## config.mk

```make
export PLATFORM = sky130hd
export DESIGN_NAME = hazard_ctrl
export DESIGN_NICKNAME = d
export VERILOG_FILES = /design/src/rtl/hz_pkg.sv /design/src/rtl/hz_dest_track.sv /design/src/rtl/hz_match.sv /design/src/rtl/hz_operand.sv /design/src/rtl/hazard_ctrl.sv
export SDC_FILE = /design/constraint.sdc
export NUM_CORES = 1
export LEC_CHECK = 0
export BUFFER_PORTS_ARGS = -buffer_cell sky130_fd_sc_hd__clkbuf_2
export CAP_MARGIN = 0
export CORE_AREA = 2 2 42 44
export DETAILED_ROUTE_END_ITERATION = 10
export DIE_AREA = 0 0 44 46
export PLACE_DENSITY = 0.76
export SKIP_CTS_REPAIR_TIMING = 1
export SLEW_MARGIN = 25
export SYNTH_ARGS = -nofsm -noshare
export SYNTH_HDL_FRONTEND = slang
export SYNTH_HIERARCHICAL = 1
export SYNTH_SLANG_ARGS = --single-unit
```

## constraint.sdc

```tcl
create_clock -name clk -period 2.3 [get_ports clk]
set_clock_uncertainty 0.05 [all_clocks]
set_input_delay 0.115 -clock clk [delete_from_list [all_inputs] [get_ports clk]]
set_output_delay 0.115 -clock clk [all_outputs]
set_load 0.005 [all_outputs]
```

## src/rtl/hz_pkg.sv

```systemverilog
package hz_pkg;
   localparam int SEL_W = 2;
   typedef enum logic [SEL_W-1:0] {
      SEL_REGFILE = 2'd0,
      SEL_MEM     = 2'd1,
      SEL_WB      = 2'd2
   } fwd_src_e;
endpackage

```

## src/rtl/hz_dest_track.sv

```systemverilog
module hz_dest_track #(
   parameter int REG_W    = 4,
   parameter int NONE_REG = 15,
   parameter int DEPTH    = 3
) (
   input  logic                        clk,
   input  logic                        rst_n,
   input  logic                        ins_valid,
   input  logic [REG_W-1:0]            ins_dst,
   output logic [DEPTH-1:0][REG_W-1:0] stage_dst
);
   localparam logic [REG_W-1:0] NONE_V = REG_W'(NONE_REG);

   initial begin
      assert (DEPTH >= 1) else $error("tracker depth must be at least 1");
   end

   // slot entering execute: empty when the decode slot is not advancing
   always_ff @(posedge clk or negedge rst_n) begin
      if (!rst_n) stage_dst[0] <= NONE_V;
      else        stage_dst[0] <= ins_valid ? ins_dst : NONE_V;
   end

   for (genvar s = 1; s < DEPTH; s++) begin : g_shift
      always_ff @(posedge clk or negedge rst_n) begin
         if (!rst_n) stage_dst[s] <= NONE_V;
         else        stage_dst[s] <= stage_dst[s-1];
      end
   end
endmodule

```

## src/rtl/hz_match.sv

```systemverilog
module hz_match #(
   parameter int REG_W    = 4,
   parameter int NONE_REG = 15
) (
   input  logic [REG_W-1:0] src,
   input  logic [REG_W-1:0] dst,
   output logic             hit
);
   localparam logic [REG_W-1:0] NONE_V = REG_W'(NONE_REG);
   always_comb hit = (src != NONE_V) && (src == dst);
endmodule

```

## src/rtl/hz_operand.sv

```systemverilog
module hz_operand
   import hz_pkg::*;
#(
   parameter int REG_W    = 4,
   parameter int NONE_REG = 15,
   parameter bit FWD_EN   = 1'b1
) (
   input  logic             clk,
   input  logic             rst_n,
   input  logic             dec_valid,
   input  logic [REG_W-1:0] src,
   input  logic [REG_W-1:0] ex_dst,
   input  logic [REG_W-1:0] mem_dst,
   input  logic [REG_W-1:0] wb_dst,
   output logic             need_stall,
   output fwd_src_e         sel
);
   localparam logic [REG_W-1:0] NONE_V = REG_W'(NONE_REG);

   logic hit_ex, hit_mem, hit_wb;

   hz_match #(.REG_W(REG_W), .NONE_REG(NONE_REG)) u_m_ex
      (.src(src), .dst(ex_dst),  .hit(hit_ex));
   hz_match #(.REG_W(REG_W), .NONE_REG(NONE_REG)) u_m_mem
      (.src(src), .dst(mem_dst), .hit(hit_mem));
   hz_match #(.REG_W(REG_W), .NONE_REG(NONE_REG)) u_m_wb
      (.src(src), .dst(wb_dst),  .hit(hit_wb));

   if (FWD_EN) begin : g_bypass
      // execute result is not ready until the end of memory: wait one cycle
      always_comb begin
         need_stall = dec_valid && hit_ex;
         if (hit_mem)     sel = SEL_MEM;   // youngest producer first
         else if (hit_wb) sel = SEL_WB;
         else             sel = SEL_REGFILE;
      end

      a_r6_youngest_wins: assert property (@(posedge clk) disable iff (!rst_n)
         (sel == SEL_WB) |-> (mem_dst != src && wb_dst == src));
      a_r3_mem_source_matches: assert property (@(posedge clk) disable iff (!rst_n)
         (sel == SEL_MEM) |-> (mem_dst == src));
   end else begin : g_wait
      // value visible only through the register file after writeback
      always_comb begin
         need_stall = dec_valid && (hit_ex || hit_mem || hit_wb);
         sel        = SEL_REGFILE;
      end
   end

   a_r7_none_never_hazard: assert property (@(posedge clk) disable iff (!rst_n)
      (src == NONE_V) |-> (!need_stall && sel == SEL_REGFILE));
   a_r9_invalid_no_stall: assert property (@(posedge clk) disable iff (!rst_n)
      !dec_valid |-> !need_stall);
endmodule

```

## src/rtl/hazard_ctrl.sv

```systemverilog
module hazard_ctrl
   import hz_pkg::*;
#(
   parameter int REG_W    = 4,
   parameter int NONE_REG = 15,
   parameter bit FWD_EN   = 1'b1
) (
   input  logic             clk,
   input  logic             rst_n,
   input  logic             dec_valid,
   input  logic [REG_W-1:0] dec_dst,
   input  logic [REG_W-1:0] dec_src_a,
   input  logic [REG_W-1:0] dec_src_b,
   output logic             hold_pc,
   output logic             hold_fd,
   output logic             bubble_de,
   output logic [1:0]       fwd_sel_a,
   output logic [1:0]       fwd_sel_b
);
   localparam int NUM_SRC = 2;
   localparam int DEPTH   = 3;   // execute, memory, writeback
   localparam int ST_EX   = 0;
   localparam int ST_MEM  = 1;
   localparam int ST_WB   = 2;
   localparam logic [REG_W-1:0] NONE_V = REG_W'(NONE_REG);

   initial begin
      assert (REG_W >= 1) else $error("REG_W must be positive");
      assert (NONE_REG >= 0 && NONE_REG < (1 << REG_W))
         else $error("NONE_REG must fit in REG_W bits");
   end

   logic [DEPTH-1:0][REG_W-1:0] stage_dst;
   logic [NUM_SRC-1:0][REG_W-1:0] srcs;
   logic [NUM_SRC-1:0]            op_stall;
   fwd_src_e                      op_sel [NUM_SRC];
   logic                          stall;

   assign srcs[0] = dec_src_a;
   assign srcs[1] = dec_src_b;

   for (genvar i = 0; i < NUM_SRC; i++) begin : g_op
      hz_operand #(.REG_W(REG_W), .NONE_REG(NONE_REG), .FWD_EN(FWD_EN)) u_op (
         .clk       (clk),
         .rst_n     (rst_n),
         .dec_valid (dec_valid),
         .src       (srcs[i]),
         .ex_dst    (stage_dst[ST_EX]),
         .mem_dst   (stage_dst[ST_MEM]),
         .wb_dst    (stage_dst[ST_WB]),
         .need_stall(op_stall[i]),
         .sel       (op_sel[i])
      );
   end

   always_comb begin
      stall     = |op_stall;
      hold_pc   = stall;
      hold_fd   = stall;
      bubble_de = stall;
      fwd_sel_a = op_sel[0];
      fwd_sel_b = op_sel[1];
   end

   hz_dest_track #(.REG_W(REG_W), .NONE_REG(NONE_REG), .DEPTH(DEPTH)) u_track (
      .clk      (clk),
      .rst_n    (rst_n),
      .ins_valid(dec_valid && !stall),
      .ins_dst  (dec_dst),
      .stage_dst(stage_dst)
   );

   a_r8_bubble_empties_ex: assert property (@(posedge clk) disable iff (!rst_n)
      bubble_de |=> (stage_dst[ST_EX] == NONE_V));
   a_r8_bubble_moves_on: assert property (@(posedge clk) disable iff (!rst_n)
      bubble_de |=> ##1 (stage_dst[ST_MEM] == NONE_V));

   if (FWD_EN) begin : g_chk_bypass
      a_r8_single_stall: assert property (@(posedge clk) disable iff (!rst_n)
         hold_pc |=> !hold_pc);
   end
endmodule

```

After elaboration in Yosys (flattened, before gate mapping)
Cells that the tools add are included.
{ "word_totals": {"elab_cells": 27, "regBits": 12, "in_bits": 15} }
{ "op_classes": {"mux": 5, "reduce_logical": 11, "eq_ne": 8} }
{ "ops": {"columns": ["operator", "n"], "rows": [
  ["4-bit == test", 6],
  ["1-bit logical AND", 9],
  ["2-bit 2-to-1 mux", 4],
  ["4-bit inequality test (second input constant)", 2],
  ["4-bit 2-to-1 mux", 1],
  ["2-bit OR reduction", 1],
  ["1-bit logical NOT", 1]
]} }

Logic depth before layout (Yosys ltp)
{ "logic_depth": {"word_depth": 7, "ltp_mapped": 6, "depth_no_buf": 6} }

Cells and area by module
The synthesis kept the hierarchy.
{ "modules_own_cells": {"columns": ["module", "cells_per_inst", "area_each_um2", "instances"], "rows": [
  ["hz_match", 7, 57.6, 6],
  ["hz_dest_track", 16, 340.3, 1],
  ["hz_operand", 3, 27.5, 2],
  ["hazard_ctrl", 4, 28.8, 1]
]} }

Worst setup path after synthesis
No wires, ideal clock.
{ "synth_path": {"path_kind": "flip-flop to output port", "start": "register u_track/stage_dst[2] (netlist name)", "end": "output port hold_fd", "arrival_time_ps": 1332, "stages_incl_launch_ff": 6, "required_ps": 2135, "setup_slack_ps": 803, "cell_sequence": "dfstp_2 or2_1 a2111oi_2 and2_1 or2_1 buf_4"} }
{ "synth_via": {"elab_chain_len": 4, "word_cells_on_any_way": 7, "cone_classes": "eq/ne: 2; reduce/logical: 5"} }
{ "synth_lines": {"columns": ["item", "line_no", "text"], "rows": [
  ["from (decl)", "hz_dest_track.sv:10", "output logic [DEPTH-1:0][REG_W-1:0] stage_dst"],
  ["4-bit == test", "hz_match.sv:10", "always_comb hit = (src != NONE_V) && (src == dst);"],
  ["1-bit logical AND", "hz_match.sv:10", null],
  ["named net g_op[1].u_op.hit_ex", "hz_operand.sv:20", "logic hit_ex, hit_mem, hit_wb;"],
  ["1-bit logical AND", "hz_operand.sv:32", "need_stall = dec_valid && hit_ex;"],
  ["named net op_stall[1]", "hazard_ctrl.sv:35", "logic [NUM_SRC-1:0] op_stall;"],
  ["2-bit OR reduction", "hazard_ctrl.sv:57", "stall = |op_stall;"],
  ["to (decl)", "hazard_ctrl.sv:15", "output logic hold_fd,"]
]} }
The timed path passes the listed nets, and every way through them passes these cells.

Final worst setup path
{ "layout_path": {"start": "register u_track/stage_dst[0] (netlist name)", "end": "output port bubble_de"} }
{ "layout_via": {"elab_chain_len": 4, "word_cells_on_any_way": 7, "cone_classes": "eq/ne: 2; reduce/logical: 5"} }
{ "layout_lines": {"columns": ["item", "line_no", "text"], "rows": [
  ["4-bit == test", "hz_match.sv:10", null],
  ["1-bit logical AND", "hz_match.sv:10", null],
  ["named net g_op[0].u_op.hit_ex", "hz_operand.sv:20", null],
  ["1-bit logical AND", "hz_operand.sv:32", null],
  ["named net op_stall[0]", "hazard_ctrl.sv:35", null],
  ["2-bit OR reduction", "hazard_ctrl.sv:57", null],
  ["to (decl)", "hazard_ctrl.sv:16", "output logic bubble_de,"]
]} }
The timed path passes the listed nets, and every way through them passes these cells.

==> results_dict.tcl <==
set metrics [dict create \
    status "complete, but fails checks" \
    violations "hold timing" \
    clock_path_buffers 2 \
    io_buffers 21 \
    n_fill_cell 139 \
    combPwrFrac_pct 19.1 \
    drt_iter0_drc 3 \
    drv_cap 0 \
    grt_pass1_wl_um 2310 \
    p_switching_mw 0.130 \
    slew_headroom_pct 68.2 \
    p_per_area_mw_per_mm2 543 \
    netlist_top_cells_area "dfstp_2 (41%), xor2_1 (20%), a2111oi_2 (12%)" \
    r2r_setup_slack_ns 0.69 \
    cts_made_buffers 3 \
    largest_register_ffs 12 \
    power.leakage_nw 0.377 \
    finalNonFillerCells 109 \
    drc_errors 0 \
    antenna_found_initial 0 \
    routed_via_density 5.17 \
    finalSetupTns_ns 0 \
    maxSlewViolCount 0 \
    die_x_um 44 \
    yosys-top-cells-count "xor2_1 (18), dfstp_2 (12), nand3_1 (12)" \
    worstPathRequired_ns 2.13 \
    h-tree-depth 1 \
    pwr-share-seq_pct 49.1 \
    clock_power_share_pct 31.8 \
    cts_root_buffer "clkbuf_4" \
    place_hpwl_um 1090 \
    drive_above_1_share_pct 48.9 \
    place_congestion 0.772 \
    start_util_pct 47.7 \
    place_inst 102 \
    die_area_mm2 0.00202 \
    hold_path.class "primary input to flip-flop" \
    timing.rr.start "u_track/stage_dst[0]$_DFF_PN1_" \
    worst_slew_pin_slew_ns 0.476 \
    core_mm2 0.00161 \
    timing.final.crit_period_ns 1.86 \
    cp.arrival_ns 1.69 \
    async_flop_share_pct 100 \
    syn_inst 68 \
    reg.largest.list "u_track/stage_dst x12" \
    wl_per_cell_um 12.3 \
    ys.warnings.count 6 \
    regMostFlops "u_track/stage_dst" \
    syn_nets 83 \
    crit_path_end_kind "output pin" \
    syn_area_per_cell_um2 11.3 \
    synth_edf_count 0 \
    grt_max_degree 13 \
    rsz0062_at_grt "false" \
    clkSinkCount 12 \
    ant_nets 0 \
    synth_top_cell_by_area "dfstp_2" \
    setup_violations 0 \
    start_kind "flip-flop" \
    grt-ovfl-total 0 \
    synth_top_area_share_pct 41.0 \
    min_to "u_track/stage_dst[2]$_DFF_PN1_" \
    num_io_pins 22 \
    yosysMostFrequentCell "xor2_1" \
    routed_wirelength_um 1350 \
    crit_type "flip-flop to output pin" \
    diodes 0 \
    grt_pass1_vias 540 \
    synth_seq_area_share_pct 41.0 \
    yosys_most_used_dff "dfstp_2" \
    core.rowCount 15 \
    areaGrowthSynthToFinish_pct 21.1 \
    path_clk_slew_ns 0.07 \
    nets 108 \
    vias 564 \
    whs_ns -0.0101 \
    worst_r2r_path_depth 5 \
    cts_tree "yes" \
    yosys_register_bits 12 \
    clk_latency_ns 0.26 \
    grtUsageTotal_pct 15.9 \
    holdPathStages 2 \
    hold_violations 2 \
    first_pass_iters 2 \
    die_h_um 46 \
    r2r-end "u_track/stage_dst[1]$_DFF_PN1_" \
    hp-start "dec_dst[2]" \
    synth_cell_types 10 \
    intPower_mw 0.376 \
    period_share_pct 80.7 \
    ir_worst_vdd_mv 0.482 \
    cp_max_fo 3 \
    p_sw_share_pct 25.7 \
    netlist_area_um2 769 \
    fmax_ghz 0.538 \
]
stage by stage:
stage | util, % | total power, mW | setup WS, ns | cell area [um2] | hold slack, ns
2_1_floorplan | - | 0.309 | 0.803 | 769 | -0.0828
5_1_grt | 57.8 | 0.539 | 0.295 | 932 | 0.00716
3_5_place_dp | 53.6 | 0.346 | 0.672 | 866 | 0.212
4_1_cts | 55.9 | 0.509 | 0.404 | 902 | -0.0720
6_report | 57.8 | 0.506 | 0.443 | 932 | -0.0101
3_3_place_gp | 53.6 | 0.343 | 0.706 | 866 | 0.213
critical path, cell delays in order, from the launching register on:
cell,delay [ns]
dfstp_2,0.56
xor2_1,0.09
a2111oi_2,0.35
and2_1,0.19
or2_1,0.13
clkbuf_2,0.12
cells in the final DEF (no fill, tap or decap):
| cell type | count |
|---|---|
| clkbuf_2 | 21 |
| xor2_1 | 18 |
| nand3_1 | 12 |
| dfstp_2 | 12 |
| or2_1 | 7 |
| a2111oi_2 | 6 |
| nand2b_1 | 4 |
| clkbuf_4 | 3 |
| dlygate4sd3_1 | 3 |
| and2_1 | 2 |
| nor2b_4 | 2 |
| nor3b_1 | 1 |
| clkbuf_8 | 1 |
layout make-up:
cell class | instances | area, um2 | share of cell area, %
Timing Repair Buffer | 24 | 135 | 14.5
Multi-Input combinational cell | 52 | 424 | 45.5
Tap cell | 17 | 21.3 | 2.28
Clock buffer | 4 | 36.3 | 3.89
Sequential cell | 12 | 315 | 33.8
power by group through the flow:
stage	registers, mW	clock network [mW]	logic (mW)
floorplan	0.248	0	0.0609
global placement	0.251	0	0.0919
detailed placement	0.252	0	0.0940
CTS	0.249	0.166	0.0942
global route	0.251	0.179	0.110
finish	0.249	0.161	0.0966
routing by layer:
metal  global-route usage (%)  wire length [um]  part of all wire, %  up-vias
met4                     6.06                25                  1.9        0
met3                     3.57                31                  2.3        2
met2                     29.7               781                   58        9
met5                        0                 0                    0        -
li1                         -                 -                    -      281
met1                     17.4               509                   38      272
worst max-delay path by stage:
stage                                                 to  depth (start not counted)  slack (ns)                           start
after floorplan                                  hold_fd                          5        0.80  u_track/stage_dst[2]$_DFF_PN1_
after global placement                           hold_pc                          5        0.71  u_track/stage_dst[0]$_DFF_PN1_
after detailed placement  u_track/stage_dst[1]$_DFF_PN1_                          5        0.67  u_track/stage_dst[0]$_DFF_PN1_
after CTS                                      bubble_de                          5        0.40  u_track/stage_dst[0]$_DFF_PN1_
after global routing                             hold_pc                          5        0.30  u_track/stage_dst[0]$_DFF_PN1_
final                                          bubble_de                          5        0.44  u_track/stage_dst[0]$_DFF_PN1_
cells by family after synthesis:
family                    share of synthesized area [%]
DFF                                                41.0
buffers and inverters                              3.90
and+or+nand+nor                                    22.9
AOI/OAI and AO/OA                                  11.7
xor gates and xnor gates                           20.5
Power figures use the tool's default switching activity.
